<file path="src/rtl/sg_chain_walker.sv">
module sg_chain_walker #(
  parameter int AW          = 32,
  parameter int LW          = 16,
  parameter int MAX_SEG     = 65024,
  parameter int MAX_ENTRIES = 129
) (
  input  logic          clk,
  input  logic          rst_n,
  input  logic          start,
  input  logic [AW-1:0] start_ptr,
  input  logic [31:0]   start_len,
  output logic          busy,
  output logic          fetch_req,
  output logic [AW-1:0] fetch_addr,
  input  logic          fetch_ack,
  input  logic [63:0]   fetch_data,
  output logic          xfer_req,
  output logic [AW-1:0] xfer_addr,
  output logic [LW-1:0] xfer_len,
  output logic          xfer_cdb,
  output logic          xfer_dma,
  output logic          xfer_to_dev,
  input  logic          xfer_done,
  output logic          done,
  output logic [7:0]    resp
);
  localparam int CW = $clog2(MAX_ENTRIES + 1);
  localparam logic [LW:0] SEG_LIM = (LW+1)'(MAX_SEG);
  localparam logic [CW-1:0] CNT_LIM = CW'(MAX_ENTRIES);

  typedef enum logic [2:0] {S_IDLE, S_FETCH, S_CHECK, S_XFER, S_DONE} st_t;
  st_t st;

  logic [AW-1:0] ptr_q, seg_addr;
  logic [LW-1:0] seg_len;
  logic [7:0]    seg_flg, resp_q;
  logic [31:0]   exp_q, total_q;
  logic [CW-1:0] cnt_q;

  wire [AW:0]  seg_end  = {1'b0, seg_addr} + (AW+1)'(seg_len) - 1'b1;
  wire         len_bad  = (seg_len == '0) || ({1'b0, seg_len} > SEG_LIM);
  wire         crosses  = seg_end[AW:24] != {1'b0, seg_addr[AW-1:24]};
  wire [31:0]  total_n  = total_q + 32'(seg_len);
  wire         is_last  = seg_flg[7];
  wire         short_n  = total_n < exp_q;
  wire         excess_n = (total_n > exp_q) && !seg_flg[1];

  assign busy        = st != S_IDLE;
  assign fetch_req   = st == S_FETCH;
  assign fetch_addr  = ptr_q;
  assign xfer_req    = st == S_XFER;
  assign xfer_addr   = seg_addr;
  assign xfer_len    = seg_len;
  assign xfer_cdb    = seg_flg[2];
  assign xfer_dma    = seg_flg[4];
  assign xfer_to_dev = seg_flg[5];
  assign done        = st == S_DONE;
  assign resp        = resp_q;

  always_ff @(posedge clk or negedge rst_n) begin
    if (!rst_n) begin
      st       <= S_IDLE;
      ptr_q    <= '0;
      seg_addr <= '0;
      seg_len  <= '0;
      seg_flg  <= '0;
      exp_q    <= '0;
      total_q  <= '0;
      cnt_q    <= '0;
      resp_q   <= '0;
    end else begin
      case (st)
        S_IDLE: if (start) begin
          ptr_q   <= start_ptr;
          exp_q   <= start_len;
          total_q <= '0;
          cnt_q   <= '0;
          resp_q  <= '0;
          st      <= S_FETCH;
        end
        S_FETCH: if (fetch_ack) begin
          seg_addr <= fetch_data[31:0];
          seg_len  <= fetch_data[47:32];
          seg_flg  <= fetch_data[63:56];
          st       <= S_CHECK;
        end
        S_CHECK: begin
          if (len_bad || crosses) begin
            resp_q <= 8'h80;
            st     <= S_DONE;
          end else begin
            st <= S_XFER;
          end
        end
        S_XFER: if (xfer_done) begin
          total_q <= total_n;
          cnt_q   <= cnt_q + 1'b1;
          if (is_last) begin
            resp_q <= {short_n | excess_n, excess_n, short_n, 4'b0, 1'b1};
            st     <= S_DONE;
          end else if (cnt_q + 1'b1 == CNT_LIM) begin
            resp_q <= 8'h80;
            st     <= S_DONE;
          end else begin
            ptr_q <= ptr_q + AW'(8);
            st    <= S_FETCH;
          end
        end
        default: st <= S_IDLE;
      endcase
    end
  end


  done_pulse_chk: assert property (@(posedge clk) disable iff (!rst_n)
    done |=> !done);

  busy_at_done_chk: assert property (@(posedge clk) disable iff (!rst_n)
    done |-> busy);

  short_flags_chk: assert property (@(posedge clk) disable iff (!rst_n)
    (done && resp[5]) |-> (resp[7] && resp[0] && !resp[6]));

  excess_flags_chk: assert property (@(posedge clk) disable iff (!rst_n)
    (done && resp[6]) |-> (resp[7] && resp[0]));

  seg_len_ok_chk: assert property (@(posedge clk) disable iff (!rst_n)
    xfer_req |-> (xfer_len != '0 && {1'b0, xfer_len} <= SEG_LIM));

  xfer_hold_chk: assert property (@(posedge clk) disable iff (!rst_n)
    (xfer_req && !xfer_done) |=> (xfer_req && $stable(xfer_addr) && $stable(xfer_len)));

  fetch_hold_chk: assert property (@(posedge clk) disable iff (!rst_n)
    (fetch_req && !fetch_ack) |=> (fetch_req && $stable(fetch_addr)));

  start_ignored_chk: assert property (@(posedge clk) disable iff (!rst_n)
    (busy && !done) |=> busy);
endmodule

</file>
<file path="config.mk">
export PLATFORM = sky130hd
export DESIGN_NAME = sg_chain_walker
export DESIGN_NICKNAME = d
export VERILOG_FILES = /design/src/rtl/sg_chain_walker.sv
export SDC_FILE = /design/constraint.sdc
export NUM_CORES = 1
export LEC_CHECK = 0
export BUFFER_PORTS_ARGS = -buffer_cell sky130_fd_sc_hd__buf_2
export CORE_ASPECT_RATIO = 0.8
export CORE_UTILIZATION = 35
export CTS_CLUSTER_SIZE = 10
export DETAILED_ROUTE_END_ITERATION = 12
export PLACE_DENSITY_LB_ADDON = 0.3
export SLEW_MARGIN = 20
export SYNTH_ARGS = -nofsm -noshare
export SYNTH_HDL_FRONTEND = slang
export SYNTH_SLANG_ARGS = --single-unit
</file>
<file path="constraint.sdc">
create_clock -name clk -period 12.25 [get_ports clk]
set_clock_uncertainty 0.05 [all_clocks]
set_input_delay 0 -clock clk [delete_from_list [all_inputs] [get_ports clk]]
set_output_delay 0 -clock clk [all_outputs]
set_load 0.01 [all_outputs]
</file>
==> flow_summary.json <==
{
  "synth_seq_cells": 164,
  "grt_pass1_vias": 9566,
  "fp.dieW_um": 198,
  "relSlewSlack": 0.317,
  "final_area_um2": 13900,
  "ys_top_cells_by_count": "194 x nand2_1, 164 x dfrtp_1, 144 x o21ai_0",
  "grt_pass1_wl_um": 50000,
  "drv_cap": 0,
  "drc": 0,
  "synth_top_area_frac": 0.383,
  "firstDrtPassIters": 5,
  "power.internal_mw": 1.96,
  "critical_path_depth": 22,
  "setup_viol_count_final": 0,
  "synth-warning-count": 0,
  "cts.path.max_buffers": 2,
  "fmax_mhz": 171,
  "initial_core_util": 0.361,
  "antenna_found_initial": 1,
  "post_drt_wl_per_cell_um": 15.6,
  "yosys.area.top_type": "dfrtp_1",
  "gp_congestion": 0.892,
  "num-fill-cells": 2916,
  "post-route-period-util": 0.479,
  "grt_util_all_layers": 0.202,
  "clock_power_share": 0.143,
  "synthTopCellsByArea": "dfrtp_1 38%, ha_1 11%, nand2_1 6.8%",
  "crit_family": "compound AO/OA/AOI/OAI gates",
  "drive_above_1_share": 0.182,
  "hold_path.class": "in -> reg",
  "io_buffer_count": 212,
  "tns_ns": 0,
  "path_class": "reg -> reg",
  "synth_edf_count": 0,
  "power_density_nw_per_um2": 271,
  "cp_common_cell": "a21oi_1",
  "slowest_delay_ns": 0.80,
  "syn_area_um2": 10700,
  "fp-row-count": 56,
  "crit_buf_inv": 0,
  "critPathArrivalTime_ns": 6.14,
  "drtAntennaViolNets": 0,
  "ys_seq_area_frac": 0.383,
  "crit_slowest_cell": "nor4_1",
  "p_sw_mw": 1.82,
  "status": "completed",
  "whs_path_depth": 4,
  "die_height_um": 159,
  "combinationalPowerShare": 0.600,
  "wirelength_um": 31100,
  "vias": 10100,
  "swShare": 0.481,
  "path_max_fanout": 18,
  "rsz0062_at_grt": "false",
  "syn_area_per_cell_um2": 8.50,
  "clock_latency_ns": 0.44,
  "period_needed_ns": 5.86,
  "critPathLaunchType": "register",
  "ys_types": 75,
  "dieArea_um2": 31300,
  "fin_util": 0.469,
  "final_cell_count_no_fill": 1990,
  "vias_per_cell": 5.09,
  "worstMarginPinSlew_ns": 1.02,
  "tritoncts": "yes",
  "hold_viol_final": 0,
  "path_clk_slew_ns": 0.07,
  "dp_cells": 1835,
  "final_nets": 1801,
  "seqPwrFrac": 0.257,
  "area_growth_pct": 30.1,
  "n_antenna_cell": 0,
  "ys_async_sr_fraction": 1.00,
  "cts_made_buffers": 17,
  "cts.sink_count": 164,
  "io-pin-count": 228,
  "cts_setup_buffers": 0,
  "reg2regPathDepth": 22,
  "cts-htree-levels": 4,
  "critPathCaptureType": "register",
  "critPathRequiredTime_ns": 12.53,
  "synth-main-ff-cell": "dfrtp_1",
  "cts_root_buf": "clkbuf_16",
  "dp_hpwl_um": 21900,
  "slew_viol_final": 0,
  "grt-ovfl-total": 0,
  "dpl_cell_area_um2": 12100,
  "syn_inst": 1261,
  "ir_worst_vdd_mv": 0.114,
  "core-area_um2": 29700,
  "yosysMostFrequentCell": "nand2_1",
  "grt_max_degree": 100,
  "leakage_nw": 6.70,
  "drt_first_iter_violations": 616,
  "path_cells": "ha_1 -> a21o_1 -> a21oi_1 -> o21ai_1 -> a2111oi_2 -> o41ai_2 -> a21oi_1 -> o21bai_1 -> and2_1 -> nand2_1 -> xnor2_1 -> ha_1 -> a21o_1 -> a21oi_1 -> nor2b_1 -> o21ai_0 -> nand2b_1 -> a21oi_1 -> o21ai_0 -> nor4_1 -> nor2_1 -> mux2_1"
}
[stage by stage]
step | setup WS [ns] | hold slack (ns) | total power [mW]
finish | 6.39 | 0.231 | 3.78
global route | 5.85 | 0.229 | 4.15
CTS | 6.42 | 0.212 | 3.79
detailed placement | 6.45 | -0.120 | 3.20
global placement | 6.55 | -0.122 | 3.14
floorplan | 7.68 | -0.346 | 2.54
[metal layers]
metal	vias to the layer above	share of wire	track usage	wire length (um)
met5	-	0	0	0
met4	0	0.010	0.0469	310
met3	22	0.048	0.0337	1480
met2	253	0.43	0.305	13400
met1	4807	0.51	0.299	15900
li1	5049	-	-	-
[cell type report]
type | instances | area (um2) | share of cell area
timing repair buffer | 343 | 2370 | 0.170
clock inverter | 15 | 158 | 0.0113
sequential | 164 | 4100 | 0.294
inverter | 126 | 473 | 0.0339
clock buffer | 17 | 425 | 0.0305
tap | 406 | 508 | 0.0364
multi-input combinational | 919 | 5910 | 0.424
[logic make-up after synthesis]
kind of cell / after synthesis / share of synthesized area
compound gates: 391 / 0.223
xor+xnor: 46 / 0.0376
fa+ha+maj: 97 / 0.114
buf+inv: 181 / 0.0677
flops: 164 / 0.383
mux: 10 / 0.0104
other cells: 1 / 0.000350
simple gates: 371 / 0.164
[worst reg2reg max path: cells and delay by family, from the launching register on]
kind | cells | cell delay (ns)
muxes | 1 | 0.30
DFF | 1 | 0.42
xor gates and xnor gates | 1 | 0.16
adders and majority gates | 2 | 0.60
and+or+nand+nor | 6 | 1.82
AOI/OAI and AO/OA | 12 | 2.42
[sequential cells by signal, summed over array words and instances (netlist names)]
signal,flops
exp_q,32
resp,4
cnt_q,8
total_q,32
seg_flg,5
st,3
xfer_addr,32
fetch_addr,32
xfer_len,16
[path summary, 6_finish.rpt]
path	from	to	slack [ns]
setup / recovery	xfer_len[1]$_DFFE_PN0P_	resp[6]$_DFFE_PN0P_	6.39
hold / removal	start_ptr[2]	fetch_addr[2]$_DFFE_PN0P_	0.23
setup reg to reg	xfer_len[1]$_DFFE_PN0P_	resp[6]$_DFFE_PN0P_	6.39
hold reg to reg	fetch_addr[2]$_DFFE_PN0P_	fetch_addr[2]$_DFFE_PN0P_	0.43
max in group asynchronous	rst_n	fetch_addr[28]$_DFFE_PN0P_	9.82
min in group asynchronous	rst_n	xfer_addr[1]$_DFFE_PN0P_	0.45
[placed cells by master (no fill, tap or decap), types with 27 or more instances in the layout]
master / netlist / final
buf_2: 1 / 211
nand2_1: 194 / 194
dfrtp_1: 164 / 164
o21ai_0: 144 / 144
inv_1: 126 / 126
dlygate4sd3_1: 0 / 122
ha_1: 96 / 96
a21oi_1: 95 / 95
nor2_1: 38 / 38
a31oi_1: 29 / 29
xnor2_1: 28 / 28
a21o_1: 27 / 27
nand3_1: 27 / 27
[power by group through the flow]
| stage | Combinational [mW] | Clock [mW] | Sequential (mW) |
|---|---|---|---|
| after floorplan | 1.56 | 0 | 0.981 |
| after CTS | 2.26 | 0.561 | 0.968 |
| final | 2.27 | 0.542 | 0.969 |
| after global routing | 2.57 | 0.583 | 1.00 |
| after global placement | 2.17 | 0 | 0.969 |
| after detailed placement | 2.22 | 0 | 0.975 |
[timing repair]
item / 4_1_cts / 5_1_grt
gates resized for setup: 0 / 0
hold buffers: 123 / 0
hold endpoints to repair: 160 / 0
(Power assumes the default switching activity.)
